File: config.mk
export PLATFORM = sky130hd
export DESIGN_NAME = fbc_codec
export DESIGN_NICKNAME = d
export VERILOG_FILES = /design/src/rtl/fbc_pkg.sv /design/src/rtl/fbc_dict.sv /design/src/rtl/fbc_enc.sv /design/src/rtl/fbc_dec.sv /design/src/rtl/fbc_codec.sv
export SDC_FILE = /design/constraint.sdc
export NUM_CORES = 1
export LEC_CHECK = 0
export ABC_CLOCK_PERIOD_IN_PS = 6900
export BUFFER_PORTS_ARGS = -buffer_cell sky130_fd_sc_hd__buf_4
export CAP_MARGIN = 10
export CORE_AREA = 3 3 214 216
export DETAILED_ROUTE_END_ITERATION = 8
export DIE_AREA = 0 0 217 219
export PLACE_DENSITY = 0.62
export SETUP_SLACK_MARGIN = 0.1
export SLEW_MARGIN = 5
export SYNTH_ARGS = -nofsm -noshare
export SYNTH_HDL_FRONTEND = slang
export SYNTH_HIERARCHICAL = 1
export SYNTH_SLANG_ARGS = --single-unit
File: constraint.sdc
create_clock -name clk -period 6.9 [get_ports clk]
set_clock_uncertainty 0.05 [all_clocks]
set_input_delay 0.345 -clock clk [delete_from_list [all_inputs] [get_ports clk]]
set_output_delay 0.345 -clock clk [all_outputs]
set_load 0.005 [all_outputs]
File: src/rtl/fbc_pkg.sv
package fbc_pkg;
   localparam int FBC_WORD_W = 32;
   localparam int FBC_BYTE_W = 8;
   localparam int FBC_IDX_W  = 4;
endpackage

File: src/rtl/fbc_dict.sv
module fbc_dict #(
   parameter int RAW  = 8,
   parameter int IDXW = 4
) (
   input  logic                          clk,
   input  logic                          rst_n,
   input  logic                          we,
   input  logic [IDXW-1:0]               waddr,
   input  logic [RAW-1:0]                wdata,
   output logic [(1<<IDXW)*RAW-1:0]      entries
);
   localparam int ENT = 1 << IDXW;

   generate
      for (genvar g = 0; g < ENT; g++) begin : g_slot
         always_ff @(posedge clk) begin
            if (!rst_n)
               entries[g*RAW +: RAW] <= '0;
            else if (we && (waddr == IDXW'(g)))
               entries[g*RAW +: RAW] <= wdata;
         end
      end
   endgenerate
endmodule

File: src/rtl/fbc_enc.sv
module fbc_enc #(
   parameter int W    = 32,
   parameter int RAW  = 8,
   parameter int IDXW = 4
) (
   input  logic                        clk,
   input  logic                        rst_n,
   input  logic [(1<<IDXW)*RAW-1:0]    entries,
   input  logic                        in_valid,
   output logic                        in_ready,
   input  logic [RAW-1:0]              in_byte,
   input  logic                        in_last,
   output logic                        out_valid,
   input  logic                        out_ready,
   output logic [W-1:0]                out_word,
   output logic                        out_last,
   output logic [$clog2(W+1)-1:0]      out_nbits,
   output logic                        idle
);
   localparam int ENT = 1 << IDXW;
   localparam int CL  = 1 + RAW;
   localparam int HL  = 1 + IDXW;
   localparam int EBW = W + CL - 1;
   localparam int CW  = $clog2(EBW + 1);
   localparam int NBW = $clog2(W + 1);

   generate
      if (HL >= CL) begin : g_bad_idx
         $error("index code must be shorter than raw code");
      end
      if (W < CL) begin : g_bad_word
         $error("word narrower than one raw code");
      end
   endgenerate

   // dictionary compare, one comparator per slot
   logic [ENT-1:0]  hitv;
   logic            found;
   logic [IDXW-1:0] fidx;

   generate
      for (genvar g = 0; g < ENT; g++) begin : g_cmp
         assign hitv[g] = (entries[g*RAW +: RAW] == in_byte);
      end
   endgenerate

   always_comb begin
      found = 1'b0;
      fidx  = '0;
      for (int i = ENT - 1; i >= 0; i--) begin
         if (hitv[i]) begin
            found = 1'b1;
            fidx  = IDXW'(i);
         end
      end
   end

   // lookup stage
   logic            s_v, s_hit, s_last;
   logic [IDXW-1:0] s_idx;
   logic [RAW-1:0]  s_byte;

   // pack register
   logic [EBW-1:0]  pbuf;
   logic [CW-1:0]   cnt;
   logic            flush;

   logic            pop, app, fits;
   logic [CW-1:0]   cnt_pop, len;
   logic [EBW-1:0]  buf_pop, ext;
   logic [CL-1:0]   code;

   assign code = s_hit ? {1'b1, s_idx, {(CL-HL){1'b0}}} : {1'b0, s_byte};
   assign len  = s_hit ? CW'(HL) : CW'(CL);

   assign out_valid = (cnt >= CW'(W)) || (flush && (cnt != '0));
   assign out_word  = pbuf[EBW-1 -: W];
   assign out_last  = flush && (cnt <= CW'(W));
   assign out_nbits = (cnt >= CW'(W)) ? NBW'(W) : NBW'(cnt);

   assign pop     = out_valid && out_ready;
   assign cnt_pop = pop ? ((cnt >= CW'(W)) ? cnt - CW'(W) : '0) : cnt;
   assign buf_pop = pop ? (pbuf << W) : pbuf;
   assign fits    = ({1'b0, cnt_pop} + {1'b0, len}) <= (CW+1)'(EBW);
   assign app     = s_v && fits;
   assign ext     = {code, {(EBW-CL){1'b0}}} >> cnt_pop;

   assign in_ready = !flush && (!s_v || (app && !s_last));
   assign idle     = !s_v && !flush && (cnt == '0);

   always_ff @(posedge clk) begin
      if (!rst_n) begin
         s_v    <= 1'b0;
         s_hit  <= 1'b0;
         s_last <= 1'b0;
         s_idx  <= '0;
         s_byte <= '0;
      end else if (in_valid && in_ready) begin
         s_v    <= 1'b1;
         s_hit  <= found;
         s_idx  <= fidx;
         s_byte <= in_byte;
         s_last <= in_last;
      end else if (app) begin
         s_v    <= 1'b0;
      end
   end

   always_ff @(posedge clk) begin
      if (!rst_n) begin
         pbuf  <= '0;
         cnt   <= '0;
         flush <= 1'b0;
      end else begin
         pbuf <= buf_pop | (app ? ext : '0);
         cnt  <= cnt_pop + (app ? len : '0);
         if (app && s_last)
            flush <= 1'b1;
         else if (pop && (cnt_pop == '0))
            flush <= 1'b0;
      end
   end

   AST_ENC_HOLD: assert property (@(posedge clk) disable iff (!rst_n)
      out_valid && !out_ready |=> out_valid && $stable(out_word) && $stable(out_last));
   AST_ENC_FULL_WORD: assert property (@(posedge clk) disable iff (!rst_n)
      out_valid && !out_last |-> out_nbits == NBW'(W));
   AST_ENC_BOUND: assert property (@(posedge clk) disable iff (!rst_n)
      cnt <= CW'(EBW));
   AST_ENC_TAKE_STAGE: assert property (@(posedge clk) disable iff (!rst_n)
      in_valid && in_ready |=> s_v);
endmodule

File: src/rtl/fbc_dec.sv
module fbc_dec #(
   parameter int W    = 32,
   parameter int RAW  = 8,
   parameter int IDXW = 4
) (
   input  logic                        clk,
   input  logic                        rst_n,
   input  logic [(1<<IDXW)*RAW-1:0]    entries,
   input  logic                        in_valid,
   output logic                        in_ready,
   input  logic [W-1:0]                in_word,
   input  logic                        in_last,
   input  logic [$clog2(W+1)-1:0]      in_nbits,
   output logic                        out_valid,
   input  logic                        out_ready,
   output logic [RAW-1:0]              out_byte,
   output logic                        out_last,
   output logic                        idle
);
   localparam int CL  = 1 + RAW;
   localparam int HL  = 1 + IDXW;
   localparam int DBW = W + RAW;
   localparam int CW  = $clog2(DBW + 1);
   localparam int NBW = $clog2(W + 1);

   generate
      if (W < CL) begin : g_bad_word
         $error("word narrower than one raw code");
      end
   endgenerate

   logic [DBW-1:0]  dbuf;
   logic [CW-1:0]   cnt;
   logic            got_last;

   logic            sv, s_hit, s_last;
   logic [RAW-1:0]  s_val;

   logic            head, take, load;
   logic [CW-1:0]   need, cnt_c, cnt_n;
   logic [DBW-1:0]  buf_c;
   logic [NBW-1:0]  nb;
   logic [W-1:0]    keep, masked;

   assign head  = dbuf[DBW-1];
   assign need  = head ? CW'(HL) : CW'(CL);
   assign take  = (cnt >= need) && (!sv || out_ready);
   assign cnt_c = take ? cnt - need : cnt;
   assign buf_c = take ? (head ? (dbuf << HL) : (dbuf << CL)) : dbuf;

   assign in_ready = !got_last && (cnt_c <= CW'(DBW - W));
   assign load     = in_valid && in_ready;
   assign nb       = in_last ? in_nbits : NBW'(W);
   assign keep     = ~({W{1'b1}} >> nb);
   assign masked   = in_word & keep;
   assign cnt_n    = cnt_c + (load ? CW'(nb) : '0);

   assign out_valid = sv;
   assign out_byte  = s_hit ? entries[s_val[IDXW-1:0]*RAW +: RAW] : s_val;
   assign out_last  = s_last;
   assign idle      = !sv && !got_last && (cnt == '0);

   always_ff @(posedge clk) begin
      if (!rst_n) begin
         dbuf     <= '0;
         cnt      <= '0;
         got_last <= 1'b0;
      end else begin
         dbuf <= buf_c | (load ? ({masked, {(DBW-W){1'b0}}} >> cnt_c) : '0);
         cnt  <= cnt_n;
         if (load && in_last)
            got_last <= 1'b1;
         else if (take && got_last && (cnt_c == '0))
            got_last <= 1'b0;
      end
   end

   always_ff @(posedge clk) begin
      if (!rst_n) begin
         sv     <= 1'b0;
         s_hit  <= 1'b0;
         s_last <= 1'b0;
         s_val  <= '0;
      end else if (take) begin
         sv     <= 1'b1;
         s_hit  <= head;
         s_val  <= head ? RAW'(dbuf[DBW-2 -: IDXW]) : dbuf[DBW-2 -: RAW];
         s_last <= got_last && (cnt_c == '0);
      end else if (out_ready) begin
         sv     <= 1'b0;
      end
   end

   AST_DEC_HOLD: assert property (@(posedge clk) disable iff (!rst_n)
      out_valid && !out_ready |=> out_valid && $stable(out_byte) && $stable(out_last));
   AST_DEC_BOUND: assert property (@(posedge clk) disable iff (!rst_n)
      cnt <= CW'(DBW));
   AST_DEC_NO_LOAD_AFTER_END: assert property (@(posedge clk) disable iff (!rst_n)
      got_last |-> !in_ready);
endmodule

File: src/rtl/fbc_codec.sv
module fbc_codec #(
   parameter int W    = fbc_pkg::FBC_WORD_W,
   parameter int RAW  = fbc_pkg::FBC_BYTE_W,
   parameter int IDXW = fbc_pkg::FBC_IDX_W
) (
   input  logic                      clk,
   input  logic                      rst_n,
   input  logic                      tbl_we,
   input  logic [IDXW-1:0]           tbl_addr,
   input  logic [RAW-1:0]            tbl_wdata,
   input  logic                      enc_in_valid,
   output logic                      enc_in_ready,
   input  logic [RAW-1:0]            enc_in_byte,
   input  logic                      enc_in_last,
   output logic                      enc_out_valid,
   input  logic                      enc_out_ready,
   output logic [W-1:0]              enc_out_word,
   output logic                      enc_out_last,
   output logic [$clog2(W+1)-1:0]    enc_out_nbits,
   input  logic                      dec_in_valid,
   output logic                      dec_in_ready,
   input  logic [W-1:0]              dec_in_word,
   input  logic                      dec_in_last,
   input  logic [$clog2(W+1)-1:0]    dec_in_nbits,
   output logic                      dec_out_valid,
   input  logic                      dec_out_ready,
   output logic [RAW-1:0]            dec_out_byte,
   output logic                      dec_out_last
);
   localparam int ENT = 1 << IDXW;

   logic [ENT*RAW-1:0] entries;
   logic               enc_idle, dec_idle, idle, we_ok;

   assign idle  = enc_idle && dec_idle;
   assign we_ok = tbl_we && idle;

   fbc_dict #(.RAW(RAW), .IDXW(IDXW)) dict_i (
      .clk(clk), .rst_n(rst_n), .we(we_ok), .waddr(tbl_addr),
      .wdata(tbl_wdata), .entries(entries));

   fbc_enc #(.W(W), .RAW(RAW), .IDXW(IDXW)) enc_i (
      .clk(clk), .rst_n(rst_n), .entries(entries),
      .in_valid(enc_in_valid), .in_ready(enc_in_ready),
      .in_byte(enc_in_byte), .in_last(enc_in_last),
      .out_valid(enc_out_valid), .out_ready(enc_out_ready),
      .out_word(enc_out_word), .out_last(enc_out_last),
      .out_nbits(enc_out_nbits), .idle(enc_idle));

   fbc_dec #(.W(W), .RAW(RAW), .IDXW(IDXW)) dec_i (
      .clk(clk), .rst_n(rst_n), .entries(entries),
      .in_valid(dec_in_valid), .in_ready(dec_in_ready),
      .in_word(dec_in_word), .in_last(dec_in_last),
      .in_nbits(dec_in_nbits),
      .out_valid(dec_out_valid), .out_ready(dec_out_ready),
      .out_byte(dec_out_byte), .out_last(dec_out_last),
      .idle(dec_idle));

   AST_TBL_LOCK: assert property (@(posedge clk) disable iff (!rst_n)
      tbl_we && !idle |=> $stable(entries));
endmodule

* Word level (Yosys, flattened, before mapping)
Index checks and enable logic that the tools add are counted.
** Word-level totals
- Register bits after elaboration :: 248
- Output and inout port bits :: 52
- Logic and storage cells :: 193
** Operators by class
- Add/subtract/negate cells :: 5
- Bitwise operators :: 4
- Order comparisons :: 5
- Reductions and logical operators :: 56
- Shifts and indexed selects :: 4
- Mux-type cells :: 57
- Equality and inequality tests :: 31
** Operators with widths (count)
- 40-bit 2-to-1 mux :: 5
- 8-bit == test :: 16
- 128-bit by 8-bit variable part select with 8-bit output :: 1
- 40-bit bitwise OR :: 2
- 40-bit by 6-bit >> shifter with 40-bit output :: 2
- 4-bit 2-to-1 mux :: 18
- 6-bit 2-to-1 mux :: 7
- 1-bit logical AND :: 38
- 32-bit bitwise AND :: 1
- 4-bit == test, second input constant :: 8
- 32-bit inverter :: 1
- 32-bit by 6-bit >> shifter with 32-bit output, first input constant :: 1
- 6-bit zero test :: 4
- 1-bit 2-to-1 mux :: 24
- 4-bit by 3-bit == test with 1-bit output, second input constant :: 4
- 8-bit 2-to-1 mux :: 2
- 6-bit adder :: 2
- 9-bit 2-to-1 mux :: 1
- 4-bit by 2-bit == test with 1-bit output, second input constant :: 2
- 2-bit nonzero test :: 4
- 6-bit by 6-bit adder with 7-bit output :: 1
- 7-bit by 6-bit less-or-equal comparator with 1-bit output, second input constant :: 1
- 6-bit greater-or-equal comparator :: 1
- 6-bit greater-or-equal comparator, second input constant :: 1
- other kinds (9) :: 15

* Longest topological paths before layout
- Depth in word-level cells :: 17
- Depth in mapped cells :: 18
- Mapped depth without buffers :: 15

* By module
The synthesis kept the hierarchy.
** By module, submodules not included
- fbc_dec :: area an instance 6429.9 µm², cells an instance 778, instances 1, sequential area each 1161.1 µm²
- fbc_enc :: area an instance 5193.7 µm², cells an instance 642, instances 1, sequential area each 1241.2 µm²
- fbc_dict :: area an instance 4652.0 µm², cells an instance 445, instances 1, sequential area each 2562.5 µm²
- fbc_codec :: area an instance 6.3 µm², cells an instance 1, instances 1, sequential area each 0.0 µm²

* Worst setup path after synthesis
No wires, ideal clock.
- Kind :: register to register
- Start :: reg dec_i.dbuf[39]
- End :: reg dec_i.cnt[5]
- Arrival time :: 4457 ps
- Clock period less this slack :: 4628 ps
- Setup slack :: 2272 ps
- Stages on the path, launching flop included :: 19
- Required time :: 6728 ps
- Cells stage by stage :: dfxtp_1 > clkbuf_1 > clkbuf_1 > inv_1 > ha_1 > o21a_1 > o21ai_0 > nor4b_1 > mux2i_1 > nand4b_2 > a21oi_4 > buf_2 > and3_1 > ha_1 > a21o_1 > a21oi_1 > nand2_1 > a311o_1 > mux2i_1
** On the way
- Cells in the longest elaborated chain, start to end :: 9
** RTL lines
- from (decl) :: line fbc_dec.sv:32 : logic [DBW-1:0] dbuf;
- from (signal assigned) :: line fbc_dec.sv:69 : dbuf <= buf_c | (load ? ({masked, {(DBW-W){1'b0}}} >> cnt_c) : '0);
- 4-bit 2-to-1 mux * :: line fbc_dec.sv:46 : assign need = head ? CW'(HL) : CW'(CL);
- 6-bit greater-or-equal comparator :: line fbc_dec.sv:47 : assign take = (cnt >= need) && (!sv || out_ready);
- 1-bit logical AND :: line fbc_dec.sv:47
- 6-bit 2-to-1 mux * :: line fbc_dec.sv:48 : assign cnt_c = take ? cnt - need : cnt;
- 6-bit by 4-bit less-or-equal comparator with 1-bit output :: line fbc_dec.sv:51 : assign in_ready = !got_last && (cnt_c <= CW'(DBW - W));
- 1-bit logical AND :: line fbc_dec.sv:51
- 1-bit logical AND :: line fbc_dec.sv:52 : assign load = in_valid && in_ready;
- 6-bit 2-to-1 mux :: line fbc_dec.sv:56 : assign cnt_n = cnt_c + (load ? CW'(nb) : '0);
- 6-bit adder * :: line fbc_dec.sv:56
- to (signal assigned) :: line fbc_dec.sv:70 : cnt <= cnt_n;
- to (decl) :: line fbc_dec.sv:33 : logic [CW-1:0] cnt;
Mark *: on every way between the ends. The rest lies on a longest branch, timed or not.
A chain may end at the register's enable or synchronous reset.

* Final worst setup path
Same ends and word-level chain as after synthesis.

==> results.json <==
{
  "status": "complete, no violations",
  "dieArea_um2": 47500,
  "rrSetupSlack_ns": 1.64,
  "first_global_vias": 14000,
  "grt_max_degree": 80,
  "routed_wl_mm": 51.7,
  "synth-xor-area-share_pct": 7.47,
  "layout.nets": 1946,
  "synth-async-reset-ratio_pct": 0,
  "yosys_most_used_dff": "dfxtp_1",
  "drt_first_pass_iters": 6,
  "maxSlewHeadroom_pct": 16.1,
  "cts_max_path_buffers": 3,
  "io_buffers": 118,
  "netlist.area_leader.share_pct": 30.5,
  "antenna_found_initial": 0,
  "core_area_um2": 44100,
  "synth_top_family_by_area": "multiplexers",
  "endpoint_kind": "flop",
  "synthTopCellsByArea": "dfxtp_1 (30%), mux2i_1 (13%), mux4_2 (6.1%)",
  "yosysWarnings": 6,
  "fin_crit_sh_pct": 76.3,
  "power.total_mw": 7.32,
  "worst-endpoint-arrival_ns": 5.68,
  "yosysSeqAreaShare_pct": 30.5,
  "setup_tns_ns": 0,
  "synth_simple_gate_area_share_pct": 18.4,
  "fin_area_um2": 18200,
  "p_per_area_nw_per_um2": 402,
  "antenna_left": 0,
  "initialDrtViolationCount": 1505,
  "syn_area_per_cell_um2": 8.73,
  "setup_ws_ns": 1.64,
  "syn-num-nets": 1949,
  "drv_slew": 0,
  "numCtsBuffers": 30,
  "clock.fmax_ghz": 0.190,
  "routabilityCongestion": 0.951,
  "hpwlAfterDp_mm": 36.8,
  "synthCells": 1866,
  "muxShareOfSynthArea_pct": 20.3,
  "crit_path_start": "dec_i/dbuf[39]$_SDFF_PN0_",
  "r2r-start": "dec_i/dbuf[39]$_SDFF_PN0_",
  "whs_ns": 0.0791,
  "synth_edf_count": 0,
  "crit_type": "reg -> reg",
  "cp-endpoint": "dec_i/cnt[5]$_SDFF_PN0_",
  "drive_above_1_share_pct": 16.1,
  "avgRoutedWirePerCell_um": 20.8,
  "synth.distinct_cells": 100,
  "overflow": 0,
  "r2r_end": "dec_i/cnt[5]$_SDFF_PN0_",
  "post_cts_buffers": 0,
  "ir_drop_uv": 308,
  "start_util_pct": 36.9,
  "synth_compound_area_share_pct": 16.2,
  "postPlaceCellArea_um2": 17200,
  "antenna_cells": 0,
  "cp-start-kind": "flop",
  "clkSinkCount": 248,
  "reg2regPathDepth": 13,
  "via_per_inst": 5.83,
  "finish.utilization_pct": 41.3,
  "hold_path.class": "in -> reg",
  "leakage_nw": 6.87,
  "cts-root-buf": "clkbuf_16",
  "final_common_cell": "nand2_1",
  "dp_worst_setup_slack_ns": 1.71,
  "clkTransAtPathRegs_ns": 0.06,
  "period_minus_slack_ns": 5.26,
  "rsz0062_at_grt": "false",
  "yosys.area_share.adder_pct": 1.34,
  "grt_usage_pct": 21.0,
  "std_cell_rows": 77,
  "ys_ff_latch": 248,
  "area_delta_synth_final_pct": 11.8,
  "cap_violations": 0,
  "worstPathRequired_ns": 7.31,
  "stdcell_count": 2479,
  "setup_violations": 0,
  "tightest_slew_ns": 1.26,
  "mostFrequentLayoutCells": "nand2_1 (263), dfxtp_1 (246), mux2i_1 (209), buf_4 (130), a21oi_1 (99)",
  "cts_tree": "done",
  "dp_cells": 2422,
  "drc_errors": 0,
  "die_h_um": 219,
  "die_width_um": 217,
  "synth_top_cell_by_area": "dfxtp_1",
  "vias": 14500,
  "clk-insertion-delay-late_ns": 0.58,
  "pin_count": 119,
  "htree_num_levels": 1,
  "grt_pass1_wl_mm": 80.6,
  "finalHoldViolations": 0,
  "crit_fanout": 30,
  "syn-cell-area_um2": 16300
}
kinds of logic after synthesis:
group | after synthesis
flops | 248
buf+inv | 190
compound gates | 387
mux | 273
xor+xnor | 138
fa+ha+maj | 17
simple gates | 613
critical path, cell delays in order (launching register included):
cell and delay (ns):
dfxtp_2 0.34, inv_1 0.09, ha_1 0.34, nor2b_4 0.16, o21a_2 0.26, o31ai_4 0.60, nand2_1 0.89, inv_1 0.99
ha_1 0.37, a21o_1 0.18, a21oi_1 0.27, nand2_1 0.09, a311o_1 0.37, mux2i_1 0.12
cells in the mapped netlist (all sizes together) (8+ instances only):
library cell,count
a211oi,16
a21boi,19
a21o,8
a21oi,102
a31oi,15
and2,22
and3,21
buf,102
clkbuf,65
dfxtp,248
ha,15
inv,21
mux2,20
mux2i,209
mux4,44
nand2,267
nand2b,12
nand3,21
nand4,25
nor2,105
nor2b,25
nor3,51
nor3b,12
nor4,29
o211ai,31
o21ai,92
o221ai,13
o22ai,9
o32ai,12
xnor2,78
xor2,60
flip-flops by register name, indices dropped and copies added (netlist names):
name             count
dec_i/cnt            6
dec_i/out_valid      1
dec_i/out_last       1
enc_i/cnt            6
enc_i/s_last         1
dec_i/dbuf          40
enc_i/s_v            1
enc_i/pbuf          40
enc_i/s_idx          4
enc_i/flush          1
dec_i/s_hit          1
enc_i/s_byte         8
enc_i/s_hit          1
dec_i/got_last       1
dec_i/s_val          8
dict_i/entries     128
power breakdown:
group          switching [mW]  leakage [nW]  internal [mW]
combinational            2.50          4.35           1.38
clock                   0.644         0.503          0.993
sequential              0.195          2.01           1.60
total                    3.34          6.87           3.98
timing repair:
| item | CTS | global route |
|---|---|---|
| hold buffers | 1 | 0 |
| resized for setup | 0 | 0 |
| endpoints found under the setup margin | 0 | 0 |
| endpoints found under the hold margin | 1 | 0 |
cell type report:
cell class	instances	area (µm²)
Tap cell	592	741
Sequential cell	248	4970
Multi-Input combinational cell	1428	10400
Inverter	23	88.8
Timing Repair Buffer	132	997
Fill cell	4475	25900
Clock inverter	14	188
Clock buffer	42	836
how the worst min path moves through the flow:
| stage | to | cells after the start | start |
|---|---|---|---|
| after global placement | enc_i/pbuf[29]$_SDFF_PN0_ | 2 | enc_i/pbuf[29]$_SDFF_PN0_ |
| after global routing | dec_i/got_last$_SDFFE_PN0P_ | 3 | dec_in_last |
| after detailed placement | enc_i/pbuf[12]$_SDFF_PN0_ | 2 | enc_i/pbuf[12]$_SDFF_PN0_ |
| after CTS | dec_i/got_last$_SDFFE_PN0P_ | 3 | dec_in_last |
| after floorplan | enc_i/pbuf[0]$_SDFF_PN0_ | 2 | enc_i/pbuf[0]$_SDFF_PN0_ |
| final | dec_i/got_last$_SDFFE_PN0P_ | 3 | dec_in_last |
metal layers:
metal / wire (µm) / up-vias / GRT usage (%)
li1: - / 6736 / -
met4: 1240 / 0 / 5.22
met3: 3680 / 92 / 3.32
met1: 23100 / 7065 / 29.1
met2: 23700 / 568 / 34.2
met5: 0 / - / 0
Power figures use the tool's default switching activity.
